## src/rtl/sync_lock_ctrl.sv

```systemverilog
module sync_lock_ctrl #(
  parameter int TAP_W    = 6,
  parameter int EVAL_LEN = 16,
  parameter int HYST     = 4
) (
  input  logic             clk,
  input  logic             rst,
  input  logic             master_mode,
  input  logic             start,
  input  logic             sync_in,
  input  logic             win_early,
  input  logic             win_center,
  input  logic             win_late,
  output logic [TAP_W-1:0] tap,
  output logic [1:0]       so_sel,
  output logic [1:0]       div_phase,
  output logic             locked,
  output logic             tracking,
  output logic             lock_err
);
  localparam int EV_W = $clog2(EVAL_LEN);
  localparam int HS_W = $clog2(HYST);
  localparam logic [TAP_W-1:0] TAP_MAX = {TAP_W{1'b1}};

  typedef enum logic [2:0] {
    S_IDLE, S_SEARCH, S_PHASE, S_ALIGN, S_TRACK, S_SWAIT, S_SLOCK
  } st_t;

  st_t             st;
  logic [1:0]      q_cnt;
  logic [EV_W-1:0] ev;
  logic [HS_W-1:0] hs;
  logic            hdir;

  wire eval_now  = (ev == EV_W'(EVAL_LEN - 1));
  wire centered  = !win_early && win_center && win_late;
  wire ind_early = win_early;
  wire ind_late  = !win_early && !win_late;
  wire can_start = (st == S_IDLE) || (st == S_TRACK) || (st == S_SLOCK);

  always_ff @(posedge clk) begin
    if (rst) begin
      st        <= S_IDLE;
      q_cnt     <= '0;
      ev        <= '0;
      hs        <= '0;
      hdir      <= 1'b0;
      tap       <= '0;
      so_sel    <= '0;
      div_phase <= '0;
      locked    <= 1'b0;
      tracking  <= 1'b0;
      lock_err  <= 1'b0;
    end else begin
      q_cnt <= q_cnt + 2'd1;
      ev    <= eval_now ? '0 : ev + 1'b1;
      if (start && can_start) begin
        tap      <= '0;
        locked   <= 1'b0;
        tracking <= 1'b0;
        lock_err <= 1'b0;
        ev       <= '0;
        hs       <= '0;
        st       <= master_mode ? S_SEARCH : S_SWAIT;
      end else begin
        case (st)
          S_SEARCH: if (eval_now) begin
            if (centered)            st <= S_PHASE;
            else if (tap == TAP_MAX) begin
              lock_err <= 1'b1;
              st       <= S_IDLE;
            end else                 tap <= tap + 1'b1;
          end
          S_PHASE: begin
            so_sel <= tap[TAP_W-1 -: 2];
            st     <= S_ALIGN;
          end
          S_ALIGN: if (sync_in) begin
            div_phase <= q_cnt;
            locked    <= 1'b1;
            tracking  <= 1'b1;
            ev        <= '0;
            hs        <= '0;
            st        <= S_TRACK;
          end
          S_TRACK: if (eval_now) begin
            if (ind_early || ind_late) begin
              if (hs != '0 && hdir == ind_early) begin
                if (hs == HS_W'(HYST - 1)) begin
                  hs <= '0;
                  if (ind_early && tap != TAP_MAX) tap <= tap + 1'b1;
                  else if (!ind_early && tap != '0) tap <= tap - 1'b1;
                end else hs <= hs + 1'b1;
              end else begin
                hdir <= ind_early;
                hs   <= HS_W'(1);
              end
            end else hs <= '0;
          end
          S_SWAIT: if (sync_in) begin
            div_phase <= q_cnt;
            locked    <= 1'b1;
            st        <= S_SLOCK;
          end
          default: ;
        endcase
      end
    end
  end

  a_r2_tap_step: assert property (@(posedge clk) disable iff (rst)
    1'b1 |=> (tap == $past(tap)) || (tap == $past(tap) + 1'b1) ||
             (tap == $past(tap) - 1'b1) || (tap == '0));

  a_r3_tap_hold: assert property (@(posedge clk) disable iff (rst)
    (st == S_ALIGN || st == S_SWAIT || st == S_SLOCK) && ($past(st) == st)
      |-> $stable(tap));

  a_r4_err_unlocked: assert property (@(posedge clk) disable iff (rst)
    lock_err |-> !locked && !tracking);

  a_r6_phase_hold: assert property (@(posedge clk) disable iff (rst)
    locked && $past(locked) |-> $stable(div_phase));

  a_r6_track_needs_lock: assert property (@(posedge clk) disable iff (rst)
    tracking |-> locked);

  a_r7_move_on_eval: assert property (@(posedge clk) disable iff (rst)
    tracking && $past(tracking) && (tap != $past(tap)) |-> $past(eval_now));

  a_r9_slave_idle_tap: assert property (@(posedge clk) disable iff (rst)
    locked && !tracking |-> tap == '0);
endmodule

```

## config.mk

```make
export PLATFORM = sky130hd
export DESIGN_NAME = sync_lock_ctrl
export DESIGN_NICKNAME = d
export VERILOG_FILES = /design/src/rtl/sync_lock_ctrl.sv
export SDC_FILE = /design/constraint.sdc
export NUM_CORES = 1
export LEC_CHECK = 0
export BUFFER_PORTS_ARGS = -buffer_cell sky130_fd_sc_hd__buf_4
export CAP_MARGIN = 20
export CORE_ASPECT_RATIO = 1.5
export CORE_MARGIN = 5
export CORE_UTILIZATION = 55
export CTS_CLUSTER_DIAMETER = 200
export CTS_CLUSTER_SIZE = 14
export DETAILED_ROUTE_END_ITERATION = 7
export GPL_TIMING_DRIVEN = 0
export PLACE_DENSITY = 0.83
export SYNTH_ARGS = -nofsm -noshare
export SYNTH_HDL_FRONTEND = slang
export SYNTH_SLANG_ARGS = --single-unit
```

## constraint.sdc

```tcl
create_clock -name clk -period 2.7 [get_ports clk]
set_input_delay 0.54 -clock clk [delete_from_list [all_inputs] [get_ports clk]]
set_output_delay 0.54 -clock clk [all_outputs]
set_load 0.02 [all_outputs]
```

==> results.yml <==
clocking:
  root_buffer: "clkbuf_4"
  cts_resized: 0
  postCtsSetupBuffers: 0
  htree_levels: 1
  cts_tree: "done"
  clk_path_buf_depth: 2
  cts_buffers: 3
  clock_sinks: 25
  path_clk_slew_ns: 0.13
  insertion_delay_ns: 0.33
  cts.hold.buffers_added: 0
detailed_routing:
  drc_errors: 0
  ant_nets: 0
  drt_iter0_drc: 53
  via_count: 1315
  post_drt_via_cell_ratio: 6.06
  wl_per_cell_um: 14.0
  finalWirelength_um: 3040
  drtPass1Iterations: 4
global_routing:
  grt.overflow.total: 0
  antenna_found_initial: 0
  grtUsageTotal_pct: 17.3
  grt_pass1_wl_um: 4970
  grt_start_max_net_pins: 14
  first_global_vias: 1222
sta:
  clock.fmax_mhz: 432
  finClkSkew_ns: 0.00726
  fin_setup_tns_ns: 0
  rsz0062_at_grt: "false"
  fin_crit_sh_pct: 85.7
  setup_slack_ns: 0.386
  final-setup-viol-count: 0
  relSlewSlack_pct: 60.0
  min_period_ns: 2.31
  hold_viol_final: 0
  slew_violations: 0
  worst_pin_slew_ns: 0.585
floorplan:
  num_io_pins: 21
  die_y_um: 71.5
  initial_core_util_pct: 56.7
  core_um2: 2450
  rows: 22
  dieWidth_um: 51.0
  die_area_um2: 3650
finish:
  area_delta_synth_final_pct: 14.3
  fin_area_um2: 1590
  stdcell_count: 217
  fin_nets: 208
  diodes: 0
  layout-drive-gt1-share_pct: 15.0
yosys:
  syn_area_um2: 1390
  synth_edf_count: 0
  syn_inst: 170
  synth-main-ff-cell: "dfxtp_1"
  async_reset_ff_share_pct: 0
  synth.avg_cell_area_um2: 8.17
  synth_cell_type_count: 44
  yosysWarnings: 0
  ys_ff_latch: 25
  syn_nets: 184
  seq_area_frac_synth_pct: 36.0
power:
  swShare_pct: 27.6
  p_seq_share_pct: 58.2
  comb_power_share_pct: 16.7
  pwr_density_cell_nw_per_um2: 423
  power.switching_w: 0.000185
  max-vdd-ir-drop_mv: 0.400
  power.total_w: 0.000672
  p_int_w: 0.000486
  p_leak_nw: 0.591
  power_frac_clock_pct: 25.1
outcome:
  status: "finished clean"
placement:
  place_hpwl_um: 2370
  placed_area_um2: 1560
  io_buffers: 19
  numPlacedInstances: 213
  gp_congestion: 0.835
  place_worst_setup_slack_ns: 0.191
setup_path:
  r2r_end: "tap[3]"
  reg2reg_from: "st[1]"
  path_class: "reg2reg"
  crit_chain: "buf_6, or3b_4, o31a_1, a2111o_1, or4_1, a21oi_1"
  cp-start-kind: "flip-flop"
  startpoint: "st[1]"
  r2r_slack_ns: 0.39
  cpMaxStageDelayCell: "or4_1"
  end_kind: "flip-flop"
  cp_max_fo: 10
  crit_required_ns: 2.96
  crit_end: "tap[3]"
  r2r.worst_path.cells: 6
  arrival_ns: 2.57
  cpPeakStageDelay_ns: 0.49
run:
  timing.max_cap.violations: 0
hold_path:
  hold_start: "ev[0]"
  hold_class: "reg2reg"
[critical path, delay by kind of cell, from the launching register on]
family | cells | cell delay [ns]
flip-flops | 1 | 0.35
AO/OA/AOI/OAI | 3 | 0.88
buffers and inverters | 1 | 0.14
AND/OR/NAND/NOR | 2 | 0.88
[cell usage after synthesis, drive strengths merged, types with 2 or more instances]
cell	n	area (um^2)
nor2	19	71.3
clkbuf	5	18.8
or4	5	38.8
nand2b	2	12.5
o21a	2	15.0
buf	3	21.3
nor3b	4	30.0
a211oi	2	15.0
or3b	2	20.0
nor3	7	35.0
nand3	7	35.0
o21ai	10	50.1
ha	6	75.1
a21oi	17	85.1
a31oi	2	12.5
o31ai	4	30.0
or4b	2	20.0
mux2i	5	50.1
nand2	11	41.3
dfxtp	25	500
xor2	3	26.3
inv	7	26.3
and3	3	18.8
xnor2	2	17.5
[cell type report]
| cell class | instances | area (um^2) |
|---|---|---|
| Buffer | 8 | 40.0 |
| Clock buffer | 4 | 26.3 |
| Fill cell | 224 | 862 |
| Inverter | 7 | 26.3 |
| Multi-Input combinational cell | 130 | 822 |
| Sequential cell | 25 | 500 |
| Tap cell | 24 | 30.0 |
| Timing Repair Buffer | 19 | 143 |
[registers in the layout (all words and copies together) (netlist names)]
register / flops
lock_err: 1
so_sel: 2
st: 3
hdir: 1
tap: 6
tracking: 1
locked: 1
hs: 2
q_cnt: 2
div_phase: 2
ev: 4
[power groups by stage]
stage                     Combinational (W)  Sequential (W)  Clock (W)
after floorplan                   0.0000822        0.000398          0
after global placement             0.000108        0.000398          0
after detailed placement           0.000111        0.000399          0
after CTS                          0.000111        0.000391   0.000169
after global routing               0.000124        0.000392   0.000188
final                              0.000112        0.000391   0.000168
[per-layer routing]
layer,global-route usage (%),vias up,wire length (um),share of wire [%]
met5,0,-,0,0
met4,8.08,0,46,1.5
met3,2.91,5,134,4.4
met2,31.4,24,1560,51
met1,18.8,623,1290,43
li1,-,663,-,-
[logic make-up (layout without fill, tap and decap cells)]
kind of cell    count (synthesis)  after routing  synth area share (%)
mux                             6              6                  4.41
buf+inv                        15             38                  4.78
simple gates                   69             69                  27.0
compound gates                 44             44                  19.2
xor+xnor                        5              5                  3.15
flops                          25             25                  36.0
fa+ha+maj                       6              6                  5.41
[through the flow]
step,utilization (%),hold WS (ns)
floorplan,-,0.418
global placement,63.7,0.427
detailed placement,63.7,0.441
CTS,64.8,0.459
global route,64.8,0.473
finish,64.8,0.462
[placed cells by master (no fill, tap or decap), drive strengths merged, types with 5 or more instances in the layout]
cell type and count:
clkbuf 9, ha 6, buf 22, mux2i 5
inv 7, nor3 7, nand2 11, or4 5
nand3 7, dfxtp 25, a21oi 17, o21ai 10
nor2 19
[worst min path at each step]
stage,to,slack [ns],cells past startpoint
finish,ev[0],0.46,1
global placement,ev[0],0.43,1
detailed placement,ev[0],0.44,1
CTS,ev[0],0.46,1
floorplan,ev[0],0.42,1
global route,ev[0],0.47,1
No activity file was read; power rests on OpenSTA's default activity.
